==> src/rtl/fwd_pkg.sv <==
package fwd_pkg;

   // firmware destination encoding held in the control register
   typedef enum logic [1:0] {
      DEST_NONE = 2'b00,
      DEST_SPI  = 2'b01,
      DEST_PCI  = 2'b10,
      DEST_LPC  = 2'b11
   } boot_dest_e;

   localparam int DEST_W = 2;

endpackage

==> src/rtl/fwd_cfg_regs.sv <==
module fwd_cfg_regs
   import fwd_pkg::*;
#(
   parameter int DATA_W     = 32,
   parameter int DEST_LSB   = 10,
   parameter int LOCK_BIT   = 0,
   parameter int TEN_BIT    = 7,
   parameter int TSEL_W     = 2,
   parameter bit STRAP_WINS = 1'b1
) (
   input  logic              clk,
   input  logic              rst_n,
   input  logic              pwr_good,
   input  logic              strap_hi,
   input  logic              strap_lo,
   input  logic              wr_en,
   input  logic              wr_sel,
   input  logic [DATA_W-1:0] wr_data,
   output logic [DATA_W-1:0] rd_data,
   output boot_dest_e        dest,
   output logic              lock,
   output logic              tmr_en,
   output logic [TSEL_W-1:0] tmr_sel,
   output logic              pg_rise
);

   localparam int DEST_MSB = DEST_LSB + DEST_W - 1;

   if (DEST_MSB >= DATA_W) begin : g_bad_dest
      $error("destination field does not fit the data width");
   end
   if (TEN_BIT >= DATA_W || TEN_BIT < TSEL_W) begin : g_bad_ten
      $error("timer enable bit position invalid");
   end
   if (LOCK_BIT >= DEST_LSB) begin : g_bad_lock
      $error("lock bit must sit below the destination field");
   end

   logic       pg_q;
   boot_dest_e dest_q, dest_d, dest_sw;
   logic       lock_q;
   logic       ten_q;
   logic [TSEL_W-1:0] tsel_q;
   logic       wr_ctl, wr_tmr, sw_take;
   logic       unused_wdata;

   assign unused_wdata = ^wr_data;

   assign wr_ctl  = wr_en &  wr_sel;
   assign wr_tmr  = wr_en & ~wr_sel;
   assign pg_rise = pwr_good & ~pg_q;
   assign sw_take = wr_ctl & ~lock_q;
   assign dest_sw = boot_dest_e'(wr_data[DEST_MSB:DEST_LSB]);

   if (STRAP_WINS) begin : g_strap_first
      always_comb begin
         if (pg_rise)      dest_d = boot_dest_e'({strap_hi, strap_lo});
         else if (sw_take) dest_d = dest_sw;
         else              dest_d = dest_q;
      end
   end else begin : g_sw_first
      always_comb begin
         if (sw_take)      dest_d = dest_sw;
         else if (pg_rise) dest_d = boot_dest_e'({strap_hi, strap_lo});
         else              dest_d = dest_q;
      end
   end

   always_ff @(posedge clk or negedge rst_n) begin
      if (!rst_n) begin
         pg_q   <= 1'b0;
         dest_q <= DEST_NONE;
         lock_q <= 1'b0;
         ten_q  <= 1'b0;
         tsel_q <= '0;
      end else begin
         pg_q   <= pwr_good;
         dest_q <= dest_d;
         if (wr_ctl && wr_data[LOCK_BIT]) lock_q <= 1'b1;
         if (wr_tmr) begin
            ten_q  <= wr_data[TEN_BIT];
            tsel_q <= wr_data[TSEL_W-1:0];
         end
      end
   end

   always_comb begin
      rd_data = '0;
      if (wr_sel) begin
         rd_data[DEST_MSB:DEST_LSB] = dest_q;
         rd_data[LOCK_BIT]          = lock_q;
      end else begin
         rd_data[TEN_BIT]           = ten_q;
         rd_data[TSEL_W-1:0]        = tsel_q;
      end
   end

   assign dest    = dest_q;
   assign lock    = lock_q;
   assign tmr_en  = ten_q;
   assign tmr_sel = tsel_q;

endmodule

==> src/rtl/fwd_tmr_match.sv <==
module fwd_tmr_match #(
   parameter int                 ADDR_W      = 32,
   parameter int                 TSEL_W      = 2,
   parameter int                 WIN_BITS    = 10,
   parameter int                 STRIDE_BITS = 12,
   parameter logic [ADDR_W-1:0]  TMR_BASE    = ADDR_W'('hFED0_0000)
) (
   input  logic [ADDR_W-1:WIN_BITS] addr_hi,
   input  logic                     en,
   input  logic [TSEL_W-1:0]        sel,
   output logic                     hit
);

   localparam int NWIN = 1 << TSEL_W;

   if (STRIDE_BITS < WIN_BITS) begin : g_bad_stride
      $error("window stride smaller than window size");
   end
   if (STRIDE_BITS + TSEL_W > ADDR_W) begin : g_bad_span
      $error("timer windows exceed the address space");
   end

   logic [NWIN-1:0] win_hit;

   for (genvar w = 0; w < NWIN; w++) begin : g_win
      localparam logic [ADDR_W-1:0] WBASE = TMR_BASE + (ADDR_W'(w) << STRIDE_BITS);
      assign win_hit[w] = (addr_hi == WBASE[ADDR_W-1:WIN_BITS]);
   end

   assign hit = en & win_hit[sel];

endmodule

==> src/rtl/fwd_fw_route.sv <==
module fwd_fw_route
   import fwd_pkg::*;
#(
   parameter int ADDR_W      = 32,
   parameter int REGION_BITS = 24
) (
   input  logic [ADDR_W-1:REGION_BITS] addr_hi,
   input  boot_dest_e                  dest,
   input  logic                        range_ok,
   input  logic                        block,
   output logic                        to_spi,
   output logic                        to_pci,
   output logic                        to_lpc
);

   logic in_region;
   logic live;

   assign in_region = &addr_hi;
   assign live      = in_region & ~block;

   always_comb begin
      to_spi = 1'b0;
      to_pci = 1'b0;
      to_lpc = 1'b0;
      unique case (dest)
         DEST_PCI:  to_pci = live;
         DEST_SPI:  to_spi = live & range_ok;
         DEST_LPC:  to_lpc = live & range_ok;
         default:   ;
      endcase
   end

endmodule

==> src/rtl/fw_timer_addr_decoder.sv <==
module fw_timer_addr_decoder
   import fwd_pkg::*;
#(
   parameter int                ADDR_W      = 32,
   parameter int                DATA_W      = 32,
   parameter int                REGION_BITS = 24,
   parameter int                WIN_BITS    = 10,
   parameter int                STRIDE_BITS = 12,
   parameter int                TSEL_W      = 2,
   parameter logic [ADDR_W-1:0] TMR_BASE    = ADDR_W'('hFED0_0000),
   parameter bit                STRAP_WINS  = 1'b1
) (
   input  logic              clk,
   input  logic              rst_n,
   input  logic              pwr_good,
   input  logic              strap_hi,
   input  logic              strap_lo,
   input  logic              reg_wr,
   input  logic              reg_sel,
   input  logic [DATA_W-1:0] reg_wdata,
   output logic [DATA_W-1:0] reg_rdata,
   input  logic [ADDR_W-1:0] mem_addr,
   input  logic              fw_range_ok,
   output logic              rt_timer,
   output logic              rt_spi,
   output logic              rt_pci,
   output logic              rt_lpc
);

   localparam int DEST_LSB = 10;
   localparam int LOCK_BIT = 0;
   localparam int TEN_BIT  = 7;

   if (REGION_BITS >= ADDR_W || WIN_BITS >= REGION_BITS) begin : g_bad_region
      $error("region or window size inconsistent with address width");
   end
   if (&TMR_BASE[ADDR_W-1:REGION_BITS]) begin : g_tmr_overlap
      $error("timer base lies inside the firmware region");
   end

   boot_dest_e        dest_w;
   logic              lock_w;
   logic              ten_w;
   logic [TSEL_W-1:0] tsel_w;
   logic              pg_rise_w;
   logic              tmr_hit;
   logic              unused_addr_lo;

   assign unused_addr_lo = ^mem_addr[WIN_BITS-1:0];

   fwd_cfg_regs #(
      .DATA_W    (DATA_W),
      .DEST_LSB  (DEST_LSB),
      .LOCK_BIT  (LOCK_BIT),
      .TEN_BIT   (TEN_BIT),
      .TSEL_W    (TSEL_W),
      .STRAP_WINS(STRAP_WINS)
   ) u_regs (
      .clk     (clk),
      .rst_n   (rst_n),
      .pwr_good(pwr_good),
      .strap_hi(strap_hi),
      .strap_lo(strap_lo),
      .wr_en   (reg_wr),
      .wr_sel  (reg_sel),
      .wr_data (reg_wdata),
      .rd_data (reg_rdata),
      .dest    (dest_w),
      .lock    (lock_w),
      .tmr_en  (ten_w),
      .tmr_sel (tsel_w),
      .pg_rise (pg_rise_w)
   );

   fwd_tmr_match #(
      .ADDR_W     (ADDR_W),
      .TSEL_W     (TSEL_W),
      .WIN_BITS   (WIN_BITS),
      .STRIDE_BITS(STRIDE_BITS),
      .TMR_BASE   (TMR_BASE)
   ) u_tmr (
      .addr_hi(mem_addr[ADDR_W-1:WIN_BITS]),
      .en     (ten_w),
      .sel    (tsel_w),
      .hit    (tmr_hit)
   );

   fwd_fw_route #(
      .ADDR_W     (ADDR_W),
      .REGION_BITS(REGION_BITS)
   ) u_fw (
      .addr_hi (mem_addr[ADDR_W-1:REGION_BITS]),
      .dest    (dest_w),
      .range_ok(fw_range_ok),
      .block   (tmr_hit),
      .to_spi  (rt_spi),
      .to_pci  (rt_pci),
      .to_lpc  (rt_lpc)
   );

   assign rt_timer = tmr_hit;

endmodule

==> config.mk <==
export PLATFORM = sky130hd
export DESIGN_NAME = fw_timer_addr_decoder
export DESIGN_NICKNAME = d
export VERILOG_FILES = /design/src/rtl/fwd_pkg.sv /design/src/rtl/fwd_cfg_regs.sv /design/src/rtl/fwd_tmr_match.sv /design/src/rtl/fwd_fw_route.sv /design/src/rtl/fw_timer_addr_decoder.sv
export SDC_FILE = /design/constraint.sdc
export NUM_CORES = 1
export LEC_CHECK = 0
export BUFFER_PORTS_ARGS = -buffer_cell sky130_fd_sc_hd__clkbuf_2
export CORE_UTILIZATION = 24
export DETAILED_ROUTE_END_ITERATION = 16
export PLACE_DENSITY = 0.75
export SYNTH_ARGS = -nofsm -noshare
export SYNTH_HDL_FRONTEND = slang
export SYNTH_SLANG_ARGS = --single-unit
==> constraint.sdc <==
create_clock -name clk -period 0.9 [get_ports clk]
set_input_delay 0.18 -clock clk [delete_from_list [all_inputs] [get_ports clk]]
set_output_delay 0.18 -clock clk [all_outputs]
set_load 0.02 [all_outputs]
==> out/qor.txt <==
Critical path destination - rt_timer
final worst-path cycle share - 161%
top-level I/O count - 108
post-detailed-route wirelength per cell - 8.36 um
kind of launch point of the worst setup path - flip-flop
vias after detailed routing - 619
sequential share of the synthesized area - 27.4%
Critical Path Source - u_regs.tmr_sel[1]
power per standard cell area - 1120 nW/um^2
status - finished with violations
Initial Utilization - 25.6%
area of the core region - 2500 sq um
clk sinks - 7
total count of hold-check failures in the final report - 0
class of the worst hold path - in -> reg
count of input and output buffers - 43
number of detailed-route iterations in the first pass - 2
Net count, final - 200
residual overflow from global routing - 0
number of nets with antenna violations after routing - 0
Clock H-tree levels - 1
DP HPWL - 1140 um
Placer Congestion - 0.628
final setup fails - 13
leading cell types in the layout, fill and taps excluded - 34 x sky130_fd_sc_hd__clkbuf_2, 27 x sky130_fd_sc_hd__conb_1, 11 x sky130_fd_sc_hd__buf_4
worst endpoint required time - 0.72 ns
register-to-register setup slack - -0.08 ns
number of max-cap violations - 0
Post-Synthesis Cell Area - 639 sq um
clock tree from TritonCTS - done
Post-Synthesis Cells - 69
Leak - 0.000558 uW
count of unresolved DRC violations after routing - 0
wire length reported by the detailed router - 1310 um
length in cells of the worst reg-to-reg path - 3
RSZ-0062 raised after global routing - yes
Worst EP arrival - 1.26 ns
share of cells above drive strength 1 - 56.7%
number of synthesis warnings - 0
register bit count reported by yosys - 7
number of cells in the design after placement - 148
Clk Latency, worst-skew pair - 0.24 ns
WHS - 0.0613 ns
clock buffer count from CTS - 3
cell breakdown of the critical path - xnor2_1 > nand4_1 > nor4_4 > buf_4
failing checks - negative setup slack
maximum frequency from static timing analysis - 692 MHz
initial antenna violation count - 0
drt first-iter violations - 3
endpoint type of the worst setup path - output pin
detailed-route vias per instance - 3.94
diodes inserted - 0
final-report max-slew violation count - 0
Worst Path Class, Setup - reg -> out
die width - 53.6 um
CP max-delay cell - sky130_fd_sc_hd__dfrtp_1
number of global-route vias before repair - 451
count of filler cells inserted in the layout - 249
end of the worst register-to-register path - u_regs.tmr_en
Die Footprint - 2870 sq um
Max clock buf depth - 2
minimum period implied by the final worst setup slack - 1.44 ns
crit-path max FO - 2
Final Non-Filler Cells - 157
end-of-flow core utilization - 40.9%
CP peak stage delay - 0.39 ns
Setup WS pre-CTS - -0.414 ns
Post-Route Skew - 0.00218 ns
unique cell type count in the Yosys netlist - 23
synthesis-to-layout area growth - 60.1%
height of the die - 53.6 um
Max IR drop VDD - 773 uV
most common library cell in the layout ignoring fill and taps - sky130_fd_sc_hd__clkbuf_2
Worst-path clk slew - 0.05 ns
Total Routing Usage GR - 8.91%
row count - 18
wire length of the first global-routing pass - 1750 um
library cell used as clock root buffer - sky130_fd_sc_hd__clkbuf_4
least setup slack across all paths after layout - -0.545 ns
mean instance size in the synthesized netlist - 9.27 sq um
worst reg2reg startpoint - u_regs.tmr_en
maximum number of pins on one net before global-route repair - 8
flip-flops by register name, indices dropped and copies added, names as in the netlist:
signal / flops
u_regs.pg_q: 1
u_regs.tmr_en: 1
u_regs.tmr_sel: 2
u_regs.dest: 2
u_regs.lock: 1
how the worst min path moves through the flow:
stage | start | to | cells after the start
global placement | rst_n | u_regs.pg_q | 1
CTS | pwr_good | u_regs.pg_q | 1
global route | pwr_good | u_regs.pg_q | 1
detailed placement | rst_n | u_regs.pg_q | 1
floorplan | rst_n | u_regs.dest[0] | 0
finish | pwr_good | u_regs.pg_q | 1
report_power, final:
| part | switching (uW) | leakage (uW) | internal, uW |
|---|---|---|---|
| Sequential | 30.2 | 0.0000778 | 352 |
| Combinational | 237 | 0.000466 | 251 |
| Clock | 107 | 0.0000150 | 169 |
| Total | 374 | 0.000558 | 772 |
synth_stat cells:
library cell	count	area [sq um]
sky130_fd_sc_hd__nor3b_1	1	7.51
sky130_fd_sc_hd__a31o_2	1	8.76
sky130_fd_sc_hd__dfrtp_1	7	175
sky130_fd_sc_hd__buf_4	27	203
sky130_fd_sc_hd__conb_1	1	3.75
sky130_fd_sc_hd__nand4_1	2	12.5
sky130_fd_sc_hd__mux2i_1	2	20.0
sky130_fd_sc_hd__nand2_1	3	11.3
sky130_fd_sc_hd__nor2b_1	2	12.5
sky130_fd_sc_hd__a21oi_1	2	10.0
sky130_fd_sc_hd__mux2_2	4	45.0
sky130_fd_sc_hd__nor2_1	2	7.51
sky130_fd_sc_hd__nand2b_1	1	6.26
sky130_fd_sc_hd__and3b_1	1	8.76
sky130_fd_sc_hd__nor2b_2	1	8.76
sky130_fd_sc_hd__nor4_1	2	12.5
sky130_fd_sc_hd__and2_1	2	12.5
sky130_fd_sc_hd__nor4b_2	1	15.0
sky130_fd_sc_hd__and4_1	1	8.76
sky130_fd_sc_hd__xnor2_1	2	17.5
sky130_fd_sc_hd__nor3_1	1	5.00
sky130_fd_sc_hd__and4b_1	2	20.0
sky130_fd_sc_hd__nand3b_1	1	7.51
layout make-up:
type | instances | area (sq um) | area share (%)
clock buffer | 4 | 26.3 | 2.57
timing repair buffer | 55 | 387 | 37.8
tap | 30 | 37.5 | 3.67
multi-input combinational | 61 | 398 | 38.9
sequential | 7 | 175 | 17.1
worst max-delay path, delay by kind of cell, from the launching register on:
kind / cells / cell delay [ns]
buffers and inverters: 1 / 0.18
DFF: 1 / 0.39
and+or+nand+nor: 2 / 0.31
xor gates and xnor gates: 1 / 0.14
logic make-up after synthesis:
kind of cell / after synthesis / synth area share, %
AO/OA/AOI/OAI: 3 / 2.94
flip-flops: 7 / 27.4
multiplexers: 6 / 10.2
other: 1 / 0.587
XOR/XNOR: 2 / 2.74
buffers and inverters: 27 / 31.7
AND/OR/NAND/NOR: 23 / 24.5
per-layer routing:
metal  vias to the layer above  wire [um]  GRT usage, %
li1                        299          -             -
met1                       278        445          9.25
met2                        42        742          16.5
met3                         0        124          2.54
met4                         0          0          3.95
met5                         -          0             0
through the flow:
| stage | TNS, ns | cell area [sq um] | power, uW |
|---|---|---|---|
| floorplan | -0.429 | 762 | 692 |
| global route | -4.00 | 1020 | 1230 |
| detailed placement | -1.98 | 865 | 772 |
| global placement | -1.95 | 865 | 768 |
| finish | -3.35 | 1020 | 1150 |
| CTS | -3.42 | 972 | 1100 |
timing repair:
item,in CTS,in global routing
pin swaps,1,2
resized for setup,17,13
hold buffers,1,0
endpoints found under the setup margin,12,14
hold endpoints to repair,7,0
buffers inserted,1,4
No activity file was read; power rests on OpenSTA's default activity.
